[src/rtl/rid_pkg.sv]
package rid_pkg;
  localparam int unsigned INSTR_W = 32;
  localparam int unsigned REG_W   = 5;
  localparam int unsigned IMM_W   = 16;
  localparam int unsigned TGT_W   = 26;
  localparam int unsigned OPC_W   = 6;

  typedef enum logic [1:0] {
    FMT_R   = 2'd0,
    FMT_I   = 2'd1,
    FMT_J   = 2'd2,
    FMT_BAD = 2'd3
  } fmt_e;

  typedef enum logic [4:0] {
    OP_ADD  = 5'd0,  OP_SUB  = 5'd1,  OP_AND  = 5'd2,  OP_OR   = 5'd3,
    OP_SLT  = 5'd4,  OP_MULT = 5'd5,  OP_DIV  = 5'd6,  OP_JR   = 5'd7,
    OP_ADDI = 5'd8,  OP_ANDI = 5'd9,  OP_ORI  = 5'd10, OP_SLTI = 5'd11,
    OP_BEQ  = 5'd12, OP_BNE  = 5'd13, OP_BGTZ = 5'd14, OP_LW   = 5'd15,
    OP_SW   = 5'd16, OP_LB   = 5'd17, OP_SB   = 5'd18, OP_J    = 5'd19,
    OP_JAL  = 5'd20, OP_BAD  = 5'd31
  } op_e;

  typedef enum logic [1:0] {
    DST_NONE = 2'd0,
    DST_RD   = 2'd1,
    DST_RT   = 2'd2,
    DST_LINK = 2'd3
  } dst_e;

  typedef enum logic [1:0] {
    IMM_NONE = 2'd0,
    IMM_SEXT = 2'd1,
    IMM_ZEXT = 2'd2
  } imm_e;

  typedef struct packed {
    fmt_e fmt;
    op_e  op;
    dst_e dst;
    imm_e imm;
  } ctrl_t;

  // primary opcodes
  localparam logic [5:0] OPC_SPECIAL = 6'd0;
  localparam logic [5:0] OPC_J    = 6'd2;
  localparam logic [5:0] OPC_JAL  = 6'd3;
  localparam logic [5:0] OPC_BEQ  = 6'd4;
  localparam logic [5:0] OPC_BNE  = 6'd5;
  localparam logic [5:0] OPC_BGTZ = 6'd7;
  localparam logic [5:0] OPC_ADDI = 6'd8;
  localparam logic [5:0] OPC_SLTI = 6'd10;
  localparam logic [5:0] OPC_ANDI = 6'd12;
  localparam logic [5:0] OPC_ORI  = 6'd13;
  localparam logic [5:0] OPC_LB   = 6'd32;
  localparam logic [5:0] OPC_LW   = 6'd35;
  localparam logic [5:0] OPC_SB   = 6'd40;
  localparam logic [5:0] OPC_SW   = 6'd43;

  // function codes under OPC_SPECIAL
  localparam logic [5:0] FN_JR   = 6'd8;
  localparam logic [5:0] FN_MULT = 6'd24;
  localparam logic [5:0] FN_DIV  = 6'd26;
  localparam logic [5:0] FN_ADD  = 6'd32;
  localparam logic [5:0] FN_SUB  = 6'd34;
  localparam logic [5:0] FN_AND  = 6'd36;
  localparam logic [5:0] FN_OR   = 6'd37;
  localparam logic [5:0] FN_SLT  = 6'd42;
endpackage

[src/rtl/rid_class.sv]
module rid_class
  import rid_pkg::*;
(
  input  logic [OPC_W-1:0] opcode_i,
  input  logic [OPC_W-1:0] funct_i,
  input  logic [REG_W-1:0] shamt_i,
  output ctrl_t            ctrl_o
);
  ctrl_t spec;

  // register-format table; shift field must be zero
  always_comb begin
    spec = '{fmt: FMT_BAD, op: OP_BAD, dst: DST_NONE, imm: IMM_NONE};
    if (shamt_i == '0) begin
      case (funct_i)
        FN_ADD:  spec = '{fmt: FMT_R, op: OP_ADD,  dst: DST_RD,   imm: IMM_NONE};
        FN_SUB:  spec = '{fmt: FMT_R, op: OP_SUB,  dst: DST_RD,   imm: IMM_NONE};
        FN_AND:  spec = '{fmt: FMT_R, op: OP_AND,  dst: DST_RD,   imm: IMM_NONE};
        FN_OR:   spec = '{fmt: FMT_R, op: OP_OR,   dst: DST_RD,   imm: IMM_NONE};
        FN_SLT:  spec = '{fmt: FMT_R, op: OP_SLT,  dst: DST_RD,   imm: IMM_NONE};
        FN_MULT: spec = '{fmt: FMT_R, op: OP_MULT, dst: DST_NONE, imm: IMM_NONE};
        FN_DIV:  spec = '{fmt: FMT_R, op: OP_DIV,  dst: DST_NONE, imm: IMM_NONE};
        FN_JR:   spec = '{fmt: FMT_R, op: OP_JR,   dst: DST_NONE, imm: IMM_NONE};
        default: ;
      endcase
    end
  end

  always_comb begin
    ctrl_o = '{fmt: FMT_BAD, op: OP_BAD, dst: DST_NONE, imm: IMM_NONE};
    case (opcode_i)
      OPC_SPECIAL: ctrl_o = spec;
      OPC_ADDI: ctrl_o = '{fmt: FMT_I, op: OP_ADDI, dst: DST_RT,   imm: IMM_SEXT};
      OPC_SLTI: ctrl_o = '{fmt: FMT_I, op: OP_SLTI, dst: DST_RT,   imm: IMM_SEXT};
      OPC_ANDI: ctrl_o = '{fmt: FMT_I, op: OP_ANDI, dst: DST_RT,   imm: IMM_ZEXT};
      OPC_ORI:  ctrl_o = '{fmt: FMT_I, op: OP_ORI,  dst: DST_RT,   imm: IMM_ZEXT};
      OPC_LW:   ctrl_o = '{fmt: FMT_I, op: OP_LW,   dst: DST_RT,   imm: IMM_SEXT};
      OPC_LB:   ctrl_o = '{fmt: FMT_I, op: OP_LB,   dst: DST_RT,   imm: IMM_SEXT};
      OPC_SW:   ctrl_o = '{fmt: FMT_I, op: OP_SW,   dst: DST_NONE, imm: IMM_SEXT};
      OPC_SB:   ctrl_o = '{fmt: FMT_I, op: OP_SB,   dst: DST_NONE, imm: IMM_SEXT};
      OPC_BEQ:  ctrl_o = '{fmt: FMT_I, op: OP_BEQ,  dst: DST_NONE, imm: IMM_SEXT};
      OPC_BNE:  ctrl_o = '{fmt: FMT_I, op: OP_BNE,  dst: DST_NONE, imm: IMM_SEXT};
      OPC_BGTZ: ctrl_o = '{fmt: FMT_I, op: OP_BGTZ, dst: DST_NONE, imm: IMM_SEXT};
      OPC_J:    ctrl_o = '{fmt: FMT_J, op: OP_J,    dst: DST_NONE, imm: IMM_NONE};
      OPC_JAL:  ctrl_o = '{fmt: FMT_J, op: OP_JAL,  dst: DST_LINK, imm: IMM_NONE};
      default: ;
    endcase
  end
endmodule

[src/rtl/rid_dest.sv]
module rid_dest
  import rid_pkg::*;
#(
  parameter int unsigned LINK_REG = 31
) (
  input  dst_e             sel_i,
  input  logic [REG_W-1:0] rt_i,
  input  logic [REG_W-1:0] rd_i,
  output logic [REG_W-1:0] dest_o,
  output logic             wr_en_o
);
  localparam logic [REG_W-1:0] LinkIdx = REG_W'(LINK_REG);

  always_comb begin
    dest_o  = '0;
    wr_en_o = 1'b1;
    case (sel_i)
      DST_RD:   dest_o = rd_i;
      DST_RT:   dest_o = rt_i;
      DST_LINK: dest_o = LinkIdx;
      default:  wr_en_o = 1'b0;
    endcase
  end
endmodule

[src/rtl/rid_imm.sv]
module rid_imm
  import rid_pkg::*;
#(
  parameter int unsigned DATA_W = 32
) (
  input  imm_e              mode_i,
  input  logic [IMM_W-1:0]  raw_i,
  output logic [DATA_W-1:0] imm_o
);
  localparam int unsigned ExtW = DATA_W - IMM_W;

  generate
    if (ExtW == 0) begin : g_no_ext
      always_comb imm_o = (mode_i == IMM_NONE) ? '0 : raw_i;
    end else begin : g_ext
      logic fill;
      always_comb begin
        fill  = (mode_i == IMM_SEXT) & raw_i[IMM_W-1];
        imm_o = (mode_i == IMM_NONE) ? '0 : {{ExtW{fill}}, raw_i};
      end
    end
  endgenerate
endmodule

[src/rtl/rid_decoder.sv]
module rid_decoder
  import rid_pkg::*;
#(
  parameter int unsigned DATA_W   = 32,
  parameter int unsigned LINK_REG = 31
) (
  input  logic              clk_i,
  input  logic              rst_ni,
  input  logic              valid_i,
  input  logic [31:0]       instr_i,
  output logic              valid_o,
  output logic [1:0]        fmt_o,
  output logic [4:0]        op_o,
  output logic [4:0]        rs_o,
  output logic [4:0]        rt_o,
  output logic [4:0]        dest_o,
  output logic              wr_en_o,
  output logic [DATA_W-1:0] imm_o,
  output logic [25:0]       target_o,
  output logic              illegal_o
);
  ctrl_t             ctrl;
  logic [REG_W-1:0]  dest_d;
  logic              wr_en_d;
  logic [DATA_W-1:0] imm_d;
  logic [TGT_W-1:0]  tgt_d;

  rid_class u_class (
    .opcode_i (instr_i[31:26]),
    .funct_i  (instr_i[5:0]),
    .shamt_i  (instr_i[10:6]),
    .ctrl_o   (ctrl)
  );

  rid_dest #(.LINK_REG(LINK_REG)) u_dest (
    .sel_i   (ctrl.dst),
    .rt_i    (instr_i[20:16]),
    .rd_i    (instr_i[15:11]),
    .dest_o  (dest_d),
    .wr_en_o (wr_en_d)
  );

  rid_imm #(.DATA_W(DATA_W)) u_imm (
    .mode_i (ctrl.imm),
    .raw_i  (instr_i[15:0]),
    .imm_o  (imm_d)
  );

  assign tgt_d = (ctrl.fmt == FMT_J) ? instr_i[25:0] : '0;

  always_ff @(posedge clk_i or negedge rst_ni) begin
    if (!rst_ni) begin
      valid_o   <= 1'b0;
      fmt_o     <= '0;
      op_o      <= '0;
      rs_o      <= '0;
      rt_o      <= '0;
      dest_o    <= '0;
      wr_en_o   <= 1'b0;
      imm_o     <= '0;
      target_o  <= '0;
      illegal_o <= 1'b0;
    end else begin
      valid_o <= valid_i;
      if (valid_i) begin
        fmt_o     <= ctrl.fmt;
        op_o      <= ctrl.op;
        rs_o      <= instr_i[25:21];
        rt_o      <= instr_i[20:16];
        dest_o    <= dest_d;
        wr_en_o   <= wr_en_d;
        imm_o     <= imm_d;
        target_o  <= tgt_d;
        illegal_o <= (ctrl.fmt == FMT_BAD);
      end
    end
  end
endmodule

[config.mk]
export PLATFORM = sky130hd
export DESIGN_NAME = rid_decoder
export DESIGN_NICKNAME = d
export VERILOG_FILES = /design/src/rtl/rid_pkg.sv /design/src/rtl/rid_class.sv /design/src/rtl/rid_dest.sv /design/src/rtl/rid_imm.sv /design/src/rtl/rid_decoder.sv
export SDC_FILE = /design/constraint.sdc
export NUM_CORES = 1
export LEC_CHECK = 0
export ABC_AREA = 1
export BUFFER_PORTS_ARGS = -buffer_cell sky130_fd_sc_hd__buf_2
export CAP_MARGIN = 15
export CORE_AREA = 2 2 85 87
export CTS_CLUSTER_SIZE = 25
export DETAILED_ROUTE_END_ITERATION = 7
export DIE_AREA = 0 0 87 89
export PLACE_DENSITY = 0.75
export SETUP_SLACK_MARGIN = 0.2
export SYNTH_ARGS = -nofsm -noshare
export SYNTH_HDL_FRONTEND = slang
export SYNTH_SLANG_ARGS = --single-unit
[constraint.sdc]
create_clock -name clk_i -period 0.8 [get_ports clk_i]
set_input_delay 0.08 -clock clk_i [delete_from_list [all_inputs] [get_ports clk_i]]
set_output_delay 0.08 -clock clk_i [all_outputs]
set_load 0.1 [all_outputs]
==> results of run 1 <==
-- synth_stat cells --
| cell | instances |
|---|---|
| sky130_fd_sc_hd__nand2_1 | 147 |
| sky130_fd_sc_hd__dfrtp_1 | 68 |
| sky130_fd_sc_hd__o21ai_0 | 37 |
| sky130_fd_sc_hd__nor2_1 | 25 |
| sky130_fd_sc_hd__buf_4 | 15 |
| sky130_fd_sc_hd__inv_1 | 15 |
| sky130_fd_sc_hd__nand3_1 | 14 |
| sky130_fd_sc_hd__o21ai_2 | 11 |
| sky130_fd_sc_hd__inv_2 | 9 |
| sky130_fd_sc_hd__clkbuf_1 | 8 |
| sky130_fd_sc_hd__a21oi_1 | 5 |
| sky130_fd_sc_hd__nand2_2 | 5 |
| sky130_fd_sc_hd__nor2_2 | 4 |
| sky130_fd_sc_hd__o21ai_1 | 4 |
| sky130_fd_sc_hd__nor2_4 | 3 |
| sky130_fd_sc_hd__buf_6 | 2 |
| sky130_fd_sc_hd__nand3_2 | 2 |
| sky130_fd_sc_hd__nand3_4 | 2 |
| sky130_fd_sc_hd__nand3b_1 | 2 |
| sky130_fd_sc_hd__nand4_1 | 2 |
| sky130_fd_sc_hd__a21oi_2 | 1 |
| sky130_fd_sc_hd__a32oi_1 | 1 |
| sky130_fd_sc_hd__and2_1 | 1 |
| sky130_fd_sc_hd__and3b_1 | 1 |
| sky130_fd_sc_hd__buf_1 | 1 |
| sky130_fd_sc_hd__buf_12 | 1 |
| sky130_fd_sc_hd__buf_2 | 1 |
| sky130_fd_sc_hd__nor2_8 | 1 |
| sky130_fd_sc_hd__nor3_4 | 1 |
| sky130_fd_sc_hd__o211ai_1 | 1 |
| sky130_fd_sc_hd__o21bai_1 | 1 |
| sky130_fd_sc_hd__o22ai_1 | 1 |
-- cells by family after synthesis --
kind of cell | count (synthesis) | synth area share [%]
DFF | 68 | 51.7
AOI/OAI and AO/OA | 62 | 11.1
and+or+nand+nor | 210 | 28.6
buffers and inverters | 52 | 8.63
-- through the flow --
step           instance area [µm²]  util (%)
3_3_place_gp                  5750      85.6
3_5_place_dp                  5750      85.6
2_1_floorplan                 3710         -
==> results.txt, run 1 <==
The count of unique library cells instantiated by Yosys is 32. The run ended at 4_1_cts. The first error in the log reads "[ERROR DPL-0038] Utilization greater than 100%, impossible to legalize".

The x dimension of the die is 87 µm, and the net count of the mapped netlist is 427. Number of buffers inserted by port buffering: 117. In this run the deepest clock path goes through 2 buffers. After synthesis the cells add up to 0.00329 mm². By area the synthesized netlist is led by sky130_fd_sc_hd__dfrtp_1 (52%), sky130_fd_sc_hd__nand2_1 (17%), sky130_fd_sc_hd__o21ai_0 (5.6%).

The library cell used as clock root buffer was sky130_fd_sc_hd__clkbuf_8. In this run, placement finished with an instance count of 600. The run stopped with a tool error. The count of yosys warnings during synthesis was 0; the detailed placement HPWL was 8.48 mm. The run gives 51.7% as the share of the yosys chip area belonging to registers.

The largest total area in the synthesized netlist belongs to sky130_fd_sc_hd__dfrtp_1. The share of synthesized area in the top cell type comes to 51.7%. In this run the core area contains 30 standard-cell rows. During I/O placement, the number of pins put on the boundary was 118. The logs give 68 for the count of clock tree sinks and -631 ps for the pre-CTS worst setup slack. The number of clock buffers added by TritonCTS is 9. The count of state elements after synthesis came out at 68.

The placer's final routability congestion estimate is 0.997. The die is 89 µm tall. The synthesized instance count came out at 392. Post-CTS timing repair inserted 24 buffers for setup.

For the initial standard-cell utilization of the core, the log shows 49.0%. The total number of H-tree levels is 3, and the post-CTS resize count is 142. The average footprint of a synthesized cell came out at 8.39 µm².
==> inputs of run 2 (changes only) <==
--- a/config.mk
+++ b/config.mk
@@ -8,12 +8,10 @@
 export ABC_AREA = 1
 export BUFFER_PORTS_ARGS = -buffer_cell sky130_fd_sc_hd__buf_2
 export CAP_MARGIN = 15
-export CORE_AREA = 2 2 85 87
-export CTS_CLUSTER_SIZE = 25
+export CORE_AREA = 2 2 94 96
 export DETAILED_ROUTE_END_ITERATION = 7
-export DIE_AREA = 0 0 87 89
-export PLACE_DENSITY = 0.75
-export SETUP_SLACK_MARGIN = 0.2
+export DIE_AREA = 0 0 96 98
+export PLACE_DENSITY_LB_ADDON = 0.15
 export SYNTH_ARGS = -nofsm -noshare
 export SYNTH_HDL_FRONTEND = slang
 export SYNTH_SLANG_ARGS = --single-unit
==> run 2 against run 1 <==
The flow now finishes, with violations (negative setup slack). Synthesized cell count is the same. Area after synthesis is the same.
==> results.txt, run 2 <==
The largest registers in the layout are target_o: 26 flops, imm_o: 17 flops. The wire length reported by the detailed router is 11.3 mm. Family with the most delay on the worst path: flip-flops. The detail route stage leaves a number of antenna-violating nets equal to 0. The share of the yosys chip area belonging to registers was 51.7% (unchanged); the clock latency of the later-clocked register in the worst-skew pair was 330 ps.

The worst-case clock buffer depth is 2 (unchanged), and the area share of the leading cell type in the synthesized netlist is 51.7% (unchanged). In the routed design, unresolved DRC markers number 0. For met2 alone, demand over resource in global routing was 44.8%. The number of buffers inserted by port buffering works out to 117 (unchanged). Count of unique library cells instantiated by Yosys: 32 (unchanged). The checks that failed: negative setup slack. Post-synthesis mux area share: 0% (unchanged). For this run, the leading register cell type out of synthesis is sky130_fd_sc_hd__dfrtp_1.

The worst register-to-register path has a depth of 3. The logs give -483 ps for the setup slack of the critical path after layout and 1 for the initial antenna violation count. Detailed placement HPWL: 7.41 mm (-13%). For the pin with the worst max-slew slack, the measured transition is 371 ps. The average footprint of a synthesized cell is 8.39 µm² (unchanged).

STA classifies the critical path endpoint as a primary output. The signal on the critical path passes through buf_4 > buf_12. The synthesized-area fraction occupied by xor and xnor cells was 0% (unchanged). By count the netlist is led by sky130_fd_sc_hd__nand2_1 (147), sky130_fd_sc_hd__dfrtp_1 (68), sky130_fd_sc_hd__o21ai_0 (37). The net count of the mapped netlist is 427 (unchanged).

The worst endpoint required time is 720 ps, and the number of top-level pins is 118 (unchanged). The post-synthesis compound-gate area fraction was 11.1% (unchanged). The tools report the startpoint type of the worst setup path as a register. The worst-case IR drop observed on VDD is 0.963 mV. In the post-synthesis netlist, the biggest area contributors are sky130_fd_sc_hd__dfrtp_1 (52%), sky130_fd_sc_hd__nand2_1 (17%), sky130_fd_sc_hd__o21ai_0 (5.6%). In the final layout, the share of cells above drive strength 1 is 65.5%. Remaining global-route overflow: 0. met2 is the most crowded layer. The top register by number of flip-flops was target_o. The largest area contributor in the netlist was sky130_fd_sc_hd__dfrtp_1.

The count of state elements after synthesis is 68 (unchanged), and the x dimension of the die is 96 µm (+10%). Setup violations remaining at the end of the flow were counted as 123. For met3 alone, demand over resource in global routing was 3.94%. The first detailed-routing pass ran for 4 iterations. Total leakage power: 3.04 nW.

The area fraction in and, or, nand and nor cells after synthesis is 28.6% (unchanged), and the vertical die dimension is 98 µm (+10%). After routing, the total negative slack on setup checks comes to -29,120 ps. The count of flip-flops with a built-in enable after synthesis was 0 (unchanged); the initial standard-cell utilization of the core was 38.9% (-10 points). Arrival time of data at the critical path endpoint: 1200 ps.

In the post-synthesis netlist, the cell with the most instances is sky130_fd_sc_hd__nand2_1. The synthesized area came out at 0.00329 mm² (unchanged). The leading cell type in the layout, fill and taps excluded is sky130_fd_sc_hd__nand2_1. The maximum frequency from static timing analysis came out at 0.779 GHz. The net count of the finished layout is 605.

The total number of H-tree levels was 3 (unchanged). The library cells used most frequently in the layout, excluding fill and tap cells, are sky130_fd_sc_hd__nand2_1 (132), sky130_fd_sc_hd__buf_12 (96), sky130_fd_sc_hd__dfrtp_4 (43). For the final database, setup skew stands at 0 ps.

The die covers 0.00941 mm². In this run the worst hold path is classified as primary input to register. The share of flip-flops with an asynchronous set or reset after synthesis was 100% (unchanged); the number of pins exceeding their max-slew limit in the final report was 0. The critical path in this run is classified as register to primary output. In this run, the number of DRC markers left after iteration 0 of detailed routing was 99.

The count of standard-cell rows was 34 (+13%); the routed wire length per instance was 16.5 µm. The adder-cell area share of the yosys netlist is 0% (unchanged), and the minimum clock period after layout is 1280 ps. Setup repair after global routing could not meet its margin everywhere. For this design the ratio of total power to cell area is 1610 mW/mm².

The critical path crosses 2 cells after its start point. The tools report the placer's final routability congestion estimate as 0.855 (-14%). The final design instance area without fill is 0.00679 mm². On the critical path, the stage with the largest delay is an instance of sky130_fd_sc_hd__dfrtp_4. Relative to the synthesized area, the layout overhead comes to 106%. After clock tree synthesis, the clock-pin slew on the worst setup and hold paths is 70 ps. Overall via count from detail_route: 3,357.

Count of yosys warnings during synthesis: 0 (unchanged). The CTS buffer count was 9 (unchanged); the number of max-capacitance violations reported was 0. After synthesis, the largest family of logic cells by area is simple AND/OR/NAND/NOR gates. The total count of hold-check failures in the final report was 0. The run finished, with violations left.

The largest single stage delay on the critical path is 530 ps. Counting both buffers and inverters, the worst setup path holds a total of 2. TritonCTS built the clock tree. The standard cell core area was 0.00847 mm²; the cell depth of the worst hold path was 3.

The register with the most flip-flops in the layout has 26 of them. The first global-routing pass estimated 17.4 mm of wire. In the global route stage, overall resource usage came out at 24.1%. For the synthesized instance count, the log shows 392 (unchanged). The via count of the first global-routing pass came out at 3,503. The placed cell area came out at 0.00573 mm² (-0.35%). Library cell used as clock root buffer: sky130_fd_sc_hd__clkbuf_8. The headroom to the max-slew limit came out at 75.2%.

Via-per-instance ratio: 4.92. Entering global routing, the biggest net connects 69 pins. For this run, global-route usage on met1 was measured as 27.9%. The count of clock tree sinks is 68 (unchanged), and the peak fanout along the critical path is 5. The final clock period utilization by the worst path came out at 160%.
[run 2: path summary, 6_finish.rpt]
check	endpoint	startpoint	slack [ps]
setup / recovery	imm_o[28]	imm_o[30]$_DFFE_PN0P_	-480
hold / removal	rt_o[1]$_DFFE_PN0P_	instr_i[17]	40
setup reg to reg	op_o[4]$_DFFE_PN0P_	op_o[4]$_DFFE_PN0P_	-60
hold reg to reg	imm_o[15]$_DFFE_PN0P_	imm_o[15]$_DFFE_PN0P_	530
max in group asynchronous	rt_o[0]$_DFFE_PN0P_	rst_ni	160
min in group asynchronous	rs_o[1]$_DFFE_PN0P_	rst_ni	310
[run 2: per-stage QoR]
step                      hold slack, ps  setup slack, ps  total power [mW]  instances  utilization, %
after floorplan                     -216             -305              6.03        392               -
after global placement               128             -505              7.44        629            67.7
after detailed placement             132             -561              7.48        629            67.7
after CTS                           6.01             -493              10.9        669            76.6
after global routing                40.5             -515              11.3        683            80.2
final                               39.7             -483              10.9        683            80.2
[run 2: cell type report]
| class | count | area [µm²] |
|---|---|---|
| multi-input combinational | 272 | 1700 |
| fill | 538 | 1670 |
| tap | 108 | 135 |
| clock buffer | 11 | 141 |
| sequential | 68 | 1890 |
| inverter | 24 | 126 |
| timing repair buffer | 195 | 2720 |
| antenna | 1 | 2.50 |
| clock inverter | 4 | 73.8 |
[run 2: timing repair]
item / CTS / global route
setup endpoints to repair: 114 / 140
cloned: 1 / 2
resized for setup: 76 / 45
hold buffers: 9 / 1
pin swaps: 25 / 23
hold endpoints to repair: 79 / 1
buffers inserted: 15 / 10
[run 2: cell families after synthesis]
| family | after synthesis |
|---|---|
| AO/OA/AOI/OAI | 62 |
| buffers and inverters | 52 |
| flip-flops | 68 |
| AND/OR/NAND/NOR | 210 |
[run 2: routing by layer]
metal / part of all wire (%) / wire length (µm) / vias to the layer above
li1: - / - / 1592
met1: 38 / 4270 / 1656
met2: 56 / 6330 / 91
met3: 3.8 / 429 / 18
met4: 2.1 / 235 / 0
met5: 0 / 0 / -
[run 2: report_power, final]
group	switching [mW]	internal [mW]	leakage, nW
clock	1.32	1.83	0.109
combinational	2.47	1.45	2.14
sequential	0.207	3.68	0.786
total	3.99	6.95	3.04
[run 2: worst register-to-register path: cells and delay by family, from the launching register on]
family          cells  cell delay (ps)
compound gates      1              130
flops               1              430
buf+inv             2              190
(Power assumes the default switching activity.)
==> inputs of run 3 (changes only) <==
--- a/config.mk
+++ b/config.mk
@@ -8,10 +8,11 @@
 export ABC_AREA = 1
 export BUFFER_PORTS_ARGS = -buffer_cell sky130_fd_sc_hd__buf_2
 export CAP_MARGIN = 15
-export CORE_AREA = 2 2 94 96
+export CORE_AREA = 2 2 72 125
 export DETAILED_ROUTE_END_ITERATION = 7
-export DIE_AREA = 0 0 96 98
+export DIE_AREA = 0 0 74 127
 export PLACE_DENSITY_LB_ADDON = 0.15
+export REMOVE_ABC_BUFFERS = 1
 export SYNTH_ARGS = -nofsm -noshare
 export SYNTH_HDL_FRONTEND = slang
 export SYNTH_SLANG_ARGS = --single-unit
==> constraint.sdc (replaced) <==
create_clock -name clk_i -period 1.2 [get_ports clk_i]
set_input_delay 0.12 -clock clk_i [delete_from_list [all_inputs] [get_ports clk_i]]
set_output_delay 0.12 -clock clk_i [all_outputs]
set_load 0.1 [all_outputs]
==> run 3 against run 2 <==
The run still ends with negative setup slack left. Clock skew did not move. Largest power group is now clock. Worst hold slack got worse by 29 ps. Highest routed layer unchanged. Power fell by 30%.
==> results.txt, run 3 (synthesized netlist as in run 2, its figures left out) <==
For the placed cell area, the log shows 0.00516 mm² (-9.9%). The routed wire length per instance came out at 15.1 µm (-8.3%). The run gives 118 (unchanged) as the number of top-level pins. The run finished, with violations left. Library cell used as clock root buffer: sky130_fd_sc_hd__clkbuf_16. The logs give 587 (-3.0%) for the post-layout net count and 0 (-1) for the initial antenna violation count.

The clock transition at the register clock pins on the worst setup and hold paths after CTS is 60 ps (about the same), and the x dimension of the die is 74 µm (-23%). The count of clock tree sinks was 68 (unchanged); the worst clock skew was 0 ps (unchanged). The endpoint of the worst-slack reg-to-reg timing path was illegal_o$_DFFE_PN0P_.

The measured slew at the worst slew-check pin is 326 ps (-45.3 ps). Detailed placement HPWL: 7.63 mm (+3.0%). The run gives 1150 ps (-50 ps) as the arrival time of data at the critical path endpoint.

The count of standard-cell rows came out at 44 (+29%). The logs give 0.00831 mm² (-1.8%) for the standard cell core area and 78.3% (+3.0 points) for the headroom to the max-slew limit. The clock latency of the later-clocked register in the worst-skew pair came out at 320 ps (about the same). The vertical die dimension works out to 127 µm (+30%). The total count of hold-check failures in the final report is 0 (unchanged). Dividing the final minimum period by the clock period gives 106%.

The die area is 0.00940 mm² (-0.11%), and the CTS buffer count is 9 (unchanged). The final reports fail on negative setup slack. Leaving out fill and tap cells, the most frequent cell in the layout is sky130_fd_sc_hd__nand2_1.

For this run, the top clock speed supported by timing is 0.786 GHz. The via-per-instance ratio works out to 4.74 (-3.7%). Leaving out fill and tap cells, the most frequent cells in the layout are sky130_fd_sc_hd__nand2_1 (147), sky130_fd_sc_hd__buf_4 (75), sky130_fd_sc_hd__dfrtp_1 (67).

The logs give 22.4% (-1.7 points) for the all-layer global routing usage and 0 (unchanged) for the DRC violation count after routing. The count of endpoints failing setup in the final report came out at 16 (-87%). The worst endpoint required time was 1080 ps (+360 ps); the peak fanout along the critical path was 8 (+3). The total leakage power was 2.87 nW (-5.4%).

The number of flip-flops under the largest register name works out to 26 (unchanged). More flip-flops sit in one register than any other, and that register is target_o. Power density over cell area: 1340 mW/mm² (-17%). The path class of the tightest hold or removal check is primary input to register. The wire length reported by the detailed router is 10.2 mm (-9.7%), and the overall via count from detail_route is 3,182 (-5.2%). The pre-CTS worst setup slack was -295 ps (+266 ps); the maximum number of pins on one net before global-route repair was 46 (-33%). The tools report the via count of the first global-routing pass as 3,168 (-9.6%). The first-pass GRT wire length was 15.8 mm (-9.4%). The run gives 3 (unchanged) as the total number of H-tree levels. The first-iteration detailed-routing DRC count was 167 (+69%); the number of nets still failing antenna checks after routing was 0 (unchanged).

The smallest clock period supported by the final layout is computed as 1270 ps. The share of cells above drive strength 1 is 42.7% (-23 points), and the setup slack of the critical path after layout is -72.3 ps (+411 ps). The detailed-routing iteration count for the pre-antenna-repair pass was 4 (unchanged); the initial standard-cell utilization of the core was 39.6% (+0.71 points). The post-synthesis to final-layout area growth works out to 73.4%. The critical path is of the register to primary output type.

The run gives 0 (unchanged) as the remaining global-route overflow. The number of pins exceeding their max-slew limit in the final report is 0 (unchanged). The launching element of the worst setup path was imm_o[30]$_DFFE_PN0P_. Worst-case clock buffer depth: 2 (unchanged).

STA classifies the critical path startpoint as a register. End point of the critical path: imm_o[24]. The reg2reg setup slack came out at 430 ps (+490 ps). The antenna diode count is 0 (-1). The largest registers in the layout are target_o: 26 flops, imm_o: 17 flops. Number of buffers inserted by port buffering: 117 (unchanged). TritonCTS built the clock tree. The depth of the most critical reg-to-reg path came out at 3 (unchanged).

Setup repair after global routing could not meet its margin everywhere. The placer's final routability congestion estimate came out at 0.861 (+0.69%). The run gives 640 (+19%) as the total of fill cells in the finished design. The tools report the kind of end point of the critical path as a primary output. The tools report the launch point of the worst reg-to-reg path as illegal_o$_DFFE_PN0P_. The number of max-capacitance violations reported was 0 (unchanged); the final design instance area without fill was 0.00571 mm² (-16%). The tools report the worst supply voltage drop on vdd as 0.867 mV (-9.9%).
==> run 3: cell count changes in the layout (fill, tap and decap cells not counted), sizes merged, moves of 2 or more <==
cell	change
inv	+2
buf	-12
dlygate4sd3	-7
clkbuf	-2
==> run 3: what timing repair did <==
action                                  in CTS  in global routing
endpoints found under the hold margin       70                  0
gates cloned                                 0                  2
endpoints found under the setup margin      40                 36
setup buffers                                0                  1
resized for setup                           24                 22
hold buffers                                 3                  0
pin swaps                                    0                  9
==> run 3: where the power goes <==
part / switching [mW] / internal [mW]
logic: 1.54 / 0.736
clock network: 1.02 / 1.83
registers: 0.116 / 2.41
total: 2.68 / 4.98
==> run 3: metrics by stage <==
step | setup TNS (ps) | power [mW] | util (%) | cells | hold WS (ps)
2_1_floorplan | -149190 | 3.84 | - | 364 | -176
3_3_place_gp | -9940 | 4.77 | 62.1 | 650 | 114
3_5_place_dp | -10250 | 4.78 | 62.1 | 650 | 116
4_1_cts | -1480 | 7.68 | 67.1 | 669 | 3.49
5_1_grt | -1400 | 7.91 | 68.6 | 672 | 18.8
6_report | -832 | 7.65 | 68.6 | 672 | 11.1
==> run 3: final cells by class <==
type	instances	area [µm²]	area share [%]
inverters	24	90.1	1.58
repair buffers	176	2060	36.2
clock buffers	9	225	3.95
multi-input cells	273	1380	24.2
clock inverters	7	98.8	1.73
flip-flops and latches	68	1700	29.8
well taps	115	144	2.52
==> run 3: worst max-delay path: stages (launching register included) <==
cell,delay [ps]
sky130_fd_sc_hd__dfrtp_2,440
sky130_fd_sc_hd__clkbuf_16,200
sky130_fd_sc_hd__buf_12,170
==> run 3: worst min path at each step <==
stage / start / to / slack, ps / cells past startpoint
floorplan: rst_ni / dest_o[0]$_DFFE_PN0P_ / -180 / 0
global placement: rst_ni / imm_o[2]$_DFFE_PN0P_ / 110 / 2
detailed placement: rst_ni / imm_o[2]$_DFFE_PN0P_ / 120 / 2
CTS: instr_i[23] / rs_o[2]$_DFFE_PN0P_ / 3 / 3
global route: instr_i[25] / rs_o[4]$_DFFE_PN0P_ / 20 / 3
finish: instr_i[23] / rs_o[2]$_DFFE_PN0P_ / 10 / 3
==> run 3: routing by layer <==
layer  global-route usage (%)  part of all wire [%]  up-vias
li1                         -                     -     1563
met1                     23.9                    36     1490
met2                     39.5                    55       97
met3                     4.50                   3.3       32
met4                     12.8                   4.9        0
met5                        0                     0        -
==> inputs of run 4 (changes only) <==
==> constraint.sdc (replaced) <==
create_clock -name clk_i -period 1.2 [get_ports clk_i]
set_input_delay 0.12 -clock clk_i [delete_from_list [all_inputs] [get_ports clk_i]]
set_output_delay 0.12 -clock clk_i [all_outputs]
set_load 0.02 [all_outputs]
==> run 4 against run 3 <==
The run now ends clean. Clock power decreased by 1%. Critical path depth decreased by 1. Combinational power down 58%. Non-clock buffer count fell by 7. Die area did not move. Critical endpoint is now imm_o[20]. Largest power group unchanged.
==> results.txt, run 4 (synthesized netlist as in run 2, its figures left out) <==
The run finished with clean final reports. TritonCTS built the clock tree. The register with the most flip-flops in the final layout is target_o. The number of buffers inserted by port buffering came out at 117 (unchanged). For the via count of the first global-routing pass, the log shows 2,976 (-6.1%).

Multi-input logic area: 0.00134 mm² (-3.2%). The count of clock tree sinks is 68 (unchanged), and the total of fill cells in the finished design is 804 (+26%). The logs give 0 (unchanged) for the remaining global-route overflow and 0 (unchanged) for the initial antenna violation count.

For the maximum frequency from static timing analysis, the log shows 0.876 GHz (+11%). The logs give 0 (unchanged) for the number of nets still failing antenna checks after routing and 0 (unchanged) for the DRC violation count after routing. In this design, the largest share of critical-path delay is due to flip-flops. The critical path in this run is classified as register to primary output.

For the smallest hold slack, the log shows 10.1 ps (-0.984 ps). In the final layout, the registers with the most flip-flops are target_o: 26 flops, imm_o: 17 flops. The number of flip-flops under the largest register name was 26 (unchanged); the initial standard-cell utilization of the core was 39.6% (unchanged). The power density over cell area was 1350 mW/mm² (+0.46%).

The longest individual stage delay on the worst path is 480 ps (+40 ps). From synthesis to final layout, the design area changed by 41.1%. The final clock period utilization by the worst path was 95.1% (-11 points). The worst setup path is captured at a primary output. The arrival time of data at the critical path endpoint was 1020 ps (-130 ps); the share of cells above drive strength 1 was 40.8% (-1.9 points). The clock latency of the later-clocked register in the worst-skew pair is 330 ps (about the same), and the antenna diode count is 0 (unchanged). The run gives 3 (unchanged) as the total number of H-tree levels. The minimum clock period after layout was 1140 ps (-130 ps).

Overall via count from detail_route: 3,116 (-2.1%). CTS placed an instance of sky130_fd_sc_hd__clkbuf_16 at the clock tree root. Clock transition at the register clock pins on the worst setup and hold paths after CTS: 60 ps (about the same). The final core utilization came out at 55.8% (-13 points). The detailed-routing iteration count for the pre-antenna-repair pass is 4 (unchanged), and the count of endpoints failing setup in the final report is 0 (-16). The x dimension of the die is 74 µm (unchanged), and the total count of hold-check failures in the final report is 0 (unchanged). The worst endpoint required time was 1080 ps (about the same). The all-layer global routing usage is 20.7% (-1.7 points). The wire length reported by the detailed router was 9.25 mm (-9.1%); the total leakage power was 2.61 nW (-9.1%).

The run gives 118 (unchanged) as the number of top-level pins. The headroom to the max-slew limit was 74.6% (-3.7 points); the placer's final routability congestion estimate was 0.853 (-0.89%). The maximum number of pins on one net before global-route repair is 69 (+50%). The worst clock skew was 0 ps (unchanged).

The via-per-instance ratio is 4.69 (-0.89%). The peak fanout along the critical path was 17 (+9); the worst supply voltage drop on vdd was 0.807 mV (-7.0%). The library cell used most frequently in the layout, excluding fill and tap cells, is sky130_fd_sc_hd__nand2_1. The measured slew at the worst slew-check pin is 382 ps (+55.6 ps).

The CTS buffer count came out at 9 (unchanged). For the standard cell core area, the log shows 0.00831 mm² (unchanged). The number of pins exceeding their max-slew limit in the final report is 0 (unchanged), and the vertical die dimension is 127 µm (unchanged). Routed wire length per instance: 13.9 µm (-8.0%).

The signal on the critical path passes through buf_2. The tools report the count of standard-cell rows as 44 (unchanged). The detailed placement HPWL came out at 6.68 mm (-12%). The library cells used most frequently in the layout, excluding fill and tap cells, are sky130_fd_sc_hd__nand2_1 (146), sky130_fd_sc_hd__buf_2 (117), sky130_fd_sc_hd__dfrtp_1 (67).

The final design instance area without fill is 0.00464 mm² (-19%). The logs give 135 (-19%) for the first-iteration detailed-routing DRC count and 0 (unchanged) for the number of max-capacitance violations reported. For the first-pass GRT wire length, the log shows 14.6 mm (-7.3%).

The worst min-delay path category is primary input to register. The area used by sequential logic in the layout came out at 0.00170 mm² (unchanged). The tools report the startpoint type of the worst setup path as a register. Worst-case clock buffer depth: 2 (unchanged). Post-layout net count: 579 (-1.4%). Setup repair after global routing left no endpoint under its margin.

The tools report the die area as 0.00940 mm² (unchanged). Cell with the largest stage delay on the worst path: sky130_fd_sc_hd__dfrtp_2. The worst path buffer plus inverter count is 1 (-1). The placed cell area came out at 0.00424 mm² (-18%).
==> run 4: changes by cell type in the layout (fill, tap and decap cells not counted), sizes merged <==
| cell | before | now |
|---|---|---|
| buf | 171 | 164 |
| clkbuf | 11 | 9 |
| clkinv | 3 | 4 |
| dlygate4sd3 | 3 | 5 |
| inv | 25 | 24 |
| nor2 | 34 | 33 |
==> run 4: cell type report <==
cell class,instances,area share [%]
Clock buffer,9,4.85
Clock inverter,7,1.97
Inverter,24,1.94
Multi-Input combinational cell,272,28.8
Sequential cell,68,36.7
Tap cell,115,3.10
Timing Repair Buffer,169,22.6
==> run 4: worst register-to-register path, stage by stage (launching register included) <==
cell and delay [ps]:
sky130_fd_sc_hd__dfrtp_2 480, sky130_fd_sc_hd__nand2_1 100, sky130_fd_sc_hd__nand2_1 50
==> run 4: final timing paths <==
check,start,end,slack [ps],depth (start not counted)
min in group asynchronous,rst_ni,imm_o[2]$_DFFE_PN0P_,330,3
min reg2reg,rs_o[2]$_DFFE_PN0P_,rs_o[2]$_DFFE_PN0P_,460,2
max in group asynchronous,rst_ni,imm_o[30]$_DFFE_PN0P_,530,3
max reg2reg,imm_o[30]$_DFFE_PN0P_,imm_o[30]$_DFFE_PN0P_,450,2
max,imm_o[30]$_DFFE_PN0P_,imm_o[20],60,1
min,instr_i[21],rs_o[0]$_DFFE_PN0P_,10,3
==> run 4: routing by layer <==
layer,wire [µm],track usage [%],share of wire [%],vias to the layer above
met1,3510,22.9,38,1465
li1,-,-,-,1543
met3,383,5.05,4.1,21
met2,5020,36.0,54,87
met5,0,0,0,-
met4,330,9.95,3.6,0
==> run 4: timing repair <==
item / 4_1_cts / 5_1_grt
pin swaps: 0 / 4
hold buffers: 5 / 0
buffers inserted: 0 / 0
resized for setup: 1 / 8
setup endpoints to repair: 16 / 10
endpoints found under the hold margin: 72 / 0
==> run 4: through the flow <==
step	worst slack [ps]	setup TNS (ps)	power, mW	cells
after global placement	-250	-6590	3.46	643
after floorplan	-1330	-19370	2.97	364
final	58.2	0	6.25	664
after detailed placement	-269	-8810	3.47	643
after CTS	36.3	0	6.30	664
after global routing	4.19	0	6.50	664
==> run 4: where the power goes <==
group	internal [mW]	total [mW]	switching, mW
Combinational	0.357	0.968	0.611
Sequential	2.41	2.48	0.0702
Clock	1.81	2.80	0.993
Total	4.58	6.25	1.67
